## src/rtl/burst_addr_demux.sv

```systemverilog
module burst_addr_demux #(
  parameter int BUS_W  = 16,
  parameter int ROW_W  = 13,
  parameter int BANK_W = 2,
  parameter int COL_W  = 12
) (
  input  logic                     clk,
  input  logic                     rst_n,
  input  logic [BUS_W-1:0]         bus_ad,
  input  logic                     ras,
  input  logic                     cas,
  output logic [ROW_W-1:0]         row_addr,
  output logic [COL_W-1:0]         col_addr,
  output logic [(1<<BANK_W)-1:0]   bank_en,
  output logic                     wr_en,
  output logic                     beat_stb,
  output logic                     proto_err
);
  localparam int NBANK  = 1 << BANK_W;
  localparam int BANK_L = ROW_W;
  localparam int WR_BIT = ROW_W + BANK_W;
  localparam int CNT_W  = 2;

  logic              ras_q, cas_q;
  logic              active, first_pend, wr_flag;
  logic [BANK_W-1:0] bank;

  wire ras_rise = ras & ~ras_q;
  wire cas_rise = cas & ~cas_q;
  wire idle_now = ~ras & ~cas;

  always_ff @(posedge clk or negedge rst_n) begin
    if (!rst_n) begin
      ras_q      <= 1'b0;
      cas_q      <= 1'b0;
      active     <= 1'b0;
      first_pend <= 1'b0;
      wr_flag    <= 1'b0;
      bank       <= '0;
      row_addr   <= '0;
      col_addr   <= '0;
      beat_stb   <= 1'b0;
      proto_err  <= 1'b0;
    end else begin
      ras_q     <= ras;
      cas_q     <= cas;
      beat_stb  <= 1'b0;
      proto_err <= 1'b0;
      if (ras_rise) begin
        active     <= 1'b1;
        first_pend <= 1'b1;
        row_addr   <= bus_ad[ROW_W-1:0];
        bank       <= bus_ad[BANK_L +: BANK_W];
        wr_flag    <= bus_ad[WR_BIT];
      end else if (idle_now) begin
        active     <= 1'b0;
        first_pend <= 1'b0;
      end
      if (cas_rise) begin
        if (ras && active) begin
          beat_stb <= 1'b1;
          if (first_pend) begin
            col_addr   <= bus_ad[COL_W-1:0];
            first_pend <= 1'b0;
          end else begin
            col_addr[CNT_W-1:0] <= col_addr[CNT_W-1:0] + CNT_W'(1);
          end
        end else if (!ras) begin
          proto_err <= 1'b1;
        end
      end
    end
  end

  genvar gi;
  generate
    for (gi = 0; gi < NBANK; gi++) begin : g_bank
      assign bank_en[gi] = active && (bank == BANK_W'(gi));
    end
  endgenerate

  assign wr_en = active & wr_flag;

  AST_BANK_ONEHOT: assert property (@(posedge clk) disable iff (!rst_n)
    $onehot0(bank_en)) else $error("bank_en not one-hot");

  AST_IDLE_CLEARS: assert property (@(posedge clk) disable iff (!rst_n)
    (idle_now && !ras_rise) |=> (bank_en == '0 && !wr_en)) else $error("idle did not clear");

  AST_COL_STEP: assert property (@(posedge clk) disable iff (!rst_n)
    (cas_rise && ras && active && !first_pend && !ras_rise) |=>
      (col_addr[CNT_W-1:0] == $past(col_addr[CNT_W-1:0]) + CNT_W'(1)) &&
      (col_addr[COL_W-1:CNT_W] == $past(col_addr[COL_W-1:CNT_W]))) else $error("column step wrong");

  AST_ORPHAN_CAS: assert property (@(posedge clk) disable iff (!rst_n)
    proto_err |-> (!beat_stb && $stable(col_addr))) else $error("orphan cas had effect");

  AST_BEAT_PULSE: assert property (@(posedge clk) disable iff (!rst_n)
    beat_stb |=> !beat_stb) else $error("beat longer than one clock");

  AST_WR_IN_TENURE: assert property (@(posedge clk) disable iff (!rst_n)
    wr_en |-> (bank_en != '0)) else $error("write outside tenure");
endmodule

```

## config.mk

```make
export PLATFORM = sky130hd
export DESIGN_NAME = burst_addr_demux
export DESIGN_NICKNAME = d
export VERILOG_FILES = /design/src/rtl/burst_addr_demux.sv
export SDC_FILE = /design/constraint.sdc
export NUM_CORES = 1
export LEC_CHECK = 0
export ABC_AREA = 1
export BUFFER_PORTS_ARGS = -buffer_cell sky130_fd_sc_hd__buf_2
export CELL_PAD_IN_SITES_DETAIL_PLACEMENT = 1
export CELL_PAD_IN_SITES_GLOBAL_PLACEMENT = 2
export CORE_ASPECT_RATIO = 0.6
export CORE_MARGIN = 8
export CORE_UTILIZATION = 25
export DETAILED_ROUTE_END_ITERATION = 7
export PLACE_DENSITY_LB_ADDON = 0.1
export SETUP_SLACK_MARGIN = 0.5
export SYNTH_ARGS = -nofsm -noshare
export SYNTH_HDL_FRONTEND = slang
export SYNTH_SLANG_ARGS = --single-unit
```

## constraint.sdc

```tcl
create_clock -name clk -period 1.1 [get_ports clk]
set_input_delay 0.165 -clock clk [delete_from_list [all_inputs] [get_ports clk]]
set_output_delay 0.165 -clock clk [all_outputs]
set_load 0.02 [all_outputs]
```

==> qor.csv, run 1 <==
metric;value;unit
grt_pass1_wl;7800;um
combPwrFrac;0.403;
crit_type;reg2out;
dp_slack;-0.0209;ns
seq_area;856;sq um
netSwitchingFraction;0.340;
synthToLayoutAreaGrowth;95.8;%
max-slew-margin-rel;0.851;
grt_usage;0.120;
rsz0062_at_grt;true;
clk_pin_slew;0.07;ns
postSynthAreaPerCell;9.42;sq um
seqPwrFrac;0.378;
crit_start;bank[0]$_DFFE_PN0P_;
cp.required;0.94;ns
cts.sinks;34;
wl;5060;um
crit_fanout;3;
synth_nets;175;
cp.arrival;1.10;ns
r2r.worst_path.cells;7;
fmax;788;MHz
place_hpwl;3100;um
drtIter0Drc;13;
power;4.45;mW
reg2reg_slack;-0.11;ns
finalNetCount;276;
ioPinCount;52;
drtPass1Iterations;3;
grt_max_degree;35;
wire_per_inst;15.0;um
remaining_drc_errors;0;
r2r-start;active$_DFFE_PN0P_;
drv_cap;0;
start_util;0.261;
die_w;115;um
holdPathStages;1;
cts_tree;yes;
synth_area;0.00146;sq mm
grt-ovfl-total;0;
num_vias;1385;
antenna_found_initial;0;
drv_slew;0;
detail-route-antenna-nets;0;
powerDensity;1560;mW/mm^2
yosysUniqueCellTypes;17;
finalHoldViolations;0;
crit_end;bank_en[3];
htree_levels;2;
final_common_cell;buf_6;
whs;0.0497;ns
design.die.area;0.00862;sq mm
multiInputGateArea;712;sq um
synthCells;155;
r2r_end;col_addr[9]$_DFFE_PN0P_;
worstSetupStartpointType;flop;
p_switching;1.51;mW
io_buffers;51;
mostFrequentLayoutCells;buf_6 (40), dfrtp_1 (30), buf_4 (28);
period_share;1.15;
hold_path_class;in2reg;
ys_ff_latch;34;
p_int;2.94;mW
setup.worst_path.end_class;primary output;
finalSetupViolCount;35;
p_clk_frac;0.220;
clk_latency;0.28;ns
gp_congestion;0.688;
period_minus_slack;1.27;ns
violations;setup timing;
coreArea;0.00560;sq mm
fin_worst_skew;0.00382;ns
clockBufferDepth;2;
setup_ws;-0.168;ns
fillers;624;
routed_via_density;4.11;
grt_pass1_vias;1514;
cts_buffers;5;
root_buffer;clkbuf_8;
yosys_warnings;0;
ys_seq_area_frac;0.583;
rows;21;
ir_worst_vdd;0.663;mV
status;finished with violations;
drive_gt1_frac;0.696;
fp.dieH;75.2;um
diodes;0;
leakagePower;1.47;nW
worst_pin_slew;0.223;ns
-- cells by family after synthesis --
family / share of synthesized area
compound gates: 0.114
buf+inv: 0.109
flops: 0.583
simple gates: 0.195
-- Yosys cell counts --
cell      instances  area share
nand3_1           2      0.0069
a21oi_2           3       0.018
nor3_2            1      0.0069
o21ai_2          14       0.084
a21boi_0          1      0.0051
buf_12            1       0.014
nor3_1            4       0.014
buf_4             1      0.0051
nor2_1            4       0.010
nand2_1          56        0.14
nand2_2           1      0.0043
buf_6             3       0.023
dfrtp_1          34        0.58
or2_1             1      0.0043
inv_1            26       0.067
nor2_2            1      0.0043
o21ai_0           2      0.0069
-- area by class of cell --
| class | count | share of cell area |
|---|---|---|
| clock buffer | 6 | 0.0289 |
| clock inverter | 2 | 0.00438 |
| inverter | 26 | 0.0359 |
| multi-input combinational | 91 | 0.249 |
| sequential | 34 | 0.299 |
| tap | 80 | 0.0350 |
| timing repair buffer | 98 | 0.347 |
-- timing repair --
item | in CTS | in global routing
gates resized for setup | 102 | 40
endpoints found under the hold margin | 34 | 0
gates cloned | 5 | 2
pin swaps | 3 | 10
setup endpoints to repair | 64 | 67
buffers inserted | 19 | 13
hold buffers | 1 | 0
-- how the worst min path moves through the flow --
| stage | from | to |
|---|---|---|
| after floorplan | rst_n | active$_DFFE_PN0P_ |
| final | cas | cas_q$_DFF_PN0_ |
| after global routing | cas | cas_q$_DFF_PN0_ |
| after CTS | cas | cas_q$_DFF_PN0_ |
| after detailed placement | rst_n | cas_q$_DFF_PN0_ |
| after global placement | rst_n | col_addr[1]$_DFFE_PN0P_ |
-- per-layer routing --
layer	track usage	wire length [um]
met5	0	0
met4	0.0264	18
met3	0.0480	306
met2	0.194	2400
met1	0.146	2330
-- through the flow --
stage | instance area [sq um] | instances | setup TNS, ns | utilization
final | 2860 | 337 | -2.29 | 0.511
after global routing | 2860 | 337 | -3.66 | 0.511
after CTS | 2580 | 322 | -1.73 | 0.462
after detailed placement | 1900 | 289 | -0.0798 | 0.339
after global placement | 1900 | 289 | 0 | 0.339
after floorplan | 1520 | 155 | 0 | -
-- registers in the layout (all words and copies together), names as in the netlist --
name and count:
col_addr 12, ras_q 1, proto_err 1, active 1, row_addr 13, beat_stb 1
cas_q 1, bank 2, first_pend 1, wr_flag 1
-- critical path: stages, from the launching register on --
cell and delay, ns:
dfrtp_2 0.45, inv_4 0.06, nor3_2 0.15, buf_4 0.16
-- power groups by stage --
stage	clock (mW)	sequential, mW	combinational [mW]
after floorplan	0	1.89	0.380
after global placement	0	1.63	1.02
after detailed placement	0	1.65	1.04
after CTS	1.03	1.67	1.60
after global routing	1.09	1.71	1.93
final	0.979	1.68	1.79
(Power assumes the default switching activity.)
==> run 2: changes to the inputs <==
- CORE_MARGIN: 8 -> default
- PLACE_DENSITY: default -> 0.78
- PLACE_DENSITY_LB_ADDON: 0.1 -> default
==> run 2 against run 1 <==
  * The flow finishes with violations (hold timing, setup timing)
  * Worst hold slack got worse by 0.29 ns
  * Setup slack worse by 0.0015 ns
  * Global-route usage grew 3.5 points
  * Clock power down 11%
  * Critical endpoint unchanged
  * Critical path depth did not move
  * Non-clock buffer count fell by 10
  * Power down 7.1%
  * Cell count shrank 3.3%
==> qor.csv, run 2 (same netlist as run 1, synthesis figures left out) <==
metric;value;unit
status;finished with violations;
violations;hold timing, setup timing;
top_register;row_addr;
antenna_found_initial;0;
gp_congestion;0.716;
hold_path_class;in2async;
synthToLayoutAreaGrowth;77.1;%
use_met3;0.0602;
root_buffer;clkbuf_8;
cp.arrival;1.10;ns
coreArea;0.00560;sq mm
clk_pin_slew;0.07;ns
crit_fanout;3;
fin_setup_tns;-1.46;ns
fp.dieH;61.2;um
powerDensity;1600;mW/mm^2
routed_via_density;4.06;
grt_pass1_vias;1399;
path_depth;3;
io_buffers;51;
largest_register_ffs;13;
top_regs;row_addr: 13 flops, col_addr: 12 flops, bank: 2 flops;
finalSetupViolCount;21;
drv_cap;0;
period_share;1.15;
diodes;0;
rsz0062_at_grt;true;
grt.busiest_layer;met2;
r2r.worst_path.cells;6;
ioPinCount;52;
critPathMaxStageDelay;0.43;ns
cts_tree;yes;
cts.sinks;34;
clockBufferDepth;2;
drtPass1Iterations;4;
start_util;0.261;
grt_pass1_wl;6960;um
wire_per_inst;13.1;um
cp.required;0.94;ns
htree_levels;2;
slowest_stage;dfrtp_1;
remaining_drc_errors;0;
leakagePower;1.38;nW
grt_usage;0.155;
worst-path-buf-inv;2;
cts_buffers;5;
grt_max_degree;25;
detail-route-antenna-nets;0;
ir_worst_vdd;0.737;mV
grt-ovfl-total;0;
met2_usage;0.252;
finalHoldViolations;10;
setup_ws;-0.170;ns
cp_cell_sequence;inv_2 -> nor3_2 -> buf_4;
drv_slew;0;
finalNetCount;266;
worstSetupStartpointType;flop;
max-slew-margin-rel;0.796;
die_w;101;um
fmax;788;MHz
fin_worst_skew;0.00472;ns
wl;4270;um
r2r-start;active$_DFFE_PN0P_;
num_vias;1323;
final_common_cell;nand2_1;
clk_latency;0.28;ns
cpLargestDelayFamily;flip-flops;
drtIter0Drc;17;
crit_type;reg2out;
drive_gt1_frac;0.593;
worst_pin_slew;0.306;ns
rows;21;
period_minus_slack;1.27;ns
reg2reg_slack;-0.08;ns
grtUsageMet1;0.197;
setup.worst_path.end_class;primary output;
place_hpwl;2650;um
design.die.area;0.00616;sq mm
r2r_end;col_addr[7]$_DFFE_PN0P_;
whs;-0.244;ns
mostFrequentLayoutCells;nand2_1 (40), buf_6 (35), dfrtp_1 (32);
[run 2: what timing repair did]
| action | 4_1_cts | 5_1_grt |
|---|---|---|
| endpoints found under the hold margin | 10 | 10 |
| cloned | 4 | 0 |
| resized for setup | 99 | 2 |
| pin swaps | 13 | 11 |
| setup buffers | 19 | 8 |
| setup endpoints to repair | 64 | 64 |
[run 2: per-layer routing]
layer	routed length [um]	up-vias	part of all wire
li1	-	657	-
met1	1930	627	0.45
met2	2060	35	0.48
met3	264	4	0.062
met4	14	0	0.0033
met5	0	-	0
[run 2: worst max path at each step]
stage | slack (ns) | end | start
3_5_place_dp | -0.01 | row_addr[10]$_DFFE_PN0P_ | ras
6_report | -0.17 | bank_en[3] | bank[0]$_DFFE_PN0P_
3_3_place_gp | 0.009 | col_addr[2]$_DFFE_PN0P_ | cas_q$_DFF_PN0_
4_1_cts | -0.19 | bank_en[3] | bank[0]$_DFFE_PN0P_
5_1_grt | -0.22 | bank_en[3] | bank[0]$_DFFE_PN0P_
2_1_floorplan | 0.08 | row_addr[11]$_DFFE_PN0P_ | ras_q$_DFF_PN0_
[run 2: final cells by class]
| class | instances | area, sq um |
|---|---|---|
| fill | 639 | 3010 |
| timing repair buffer | 88 | 837 |
| inverter | 26 | 100 |
| clock inverter | 2 | 10.0 |
| multi-input combinational | 91 | 617 |
| sequential | 34 | 853 |
| tap | 80 | 100 |
| clock buffer | 5 | 68.8 |
[run 2: worst reg2reg max path, cell delays in order, from the launching register on]
cell     delay (ns)
dfrtp_1        0.39
buf_4          0.15
nand2_4        0.06
nor2_4         0.22
nand2_4        0.13
nand2_1        0.08
nand2_1        0.06
[run 2: stage by stage]
step,total power [mW],instance area [sq um],setup slack [ns],util,std cells
floorplan,2.27,1520,0.0759,-,155
global placement,2.63,1890,0.00903,0.338,288
detailed placement,2.65,1890,-0.0106,0.338,288
CTS,4.11,2520,-0.190,0.450,318
global route,4.41,2590,-0.224,0.462,326
finish,4.14,2590,-0.170,0.462,326
[run 2: power breakdown]
| group | switching (mW) | internal (mW) |
|---|---|---|
| Combinational | 0.757 | 0.837 |
| Clock | 0.451 | 0.425 |
| Sequential | 0.185 | 1.48 |
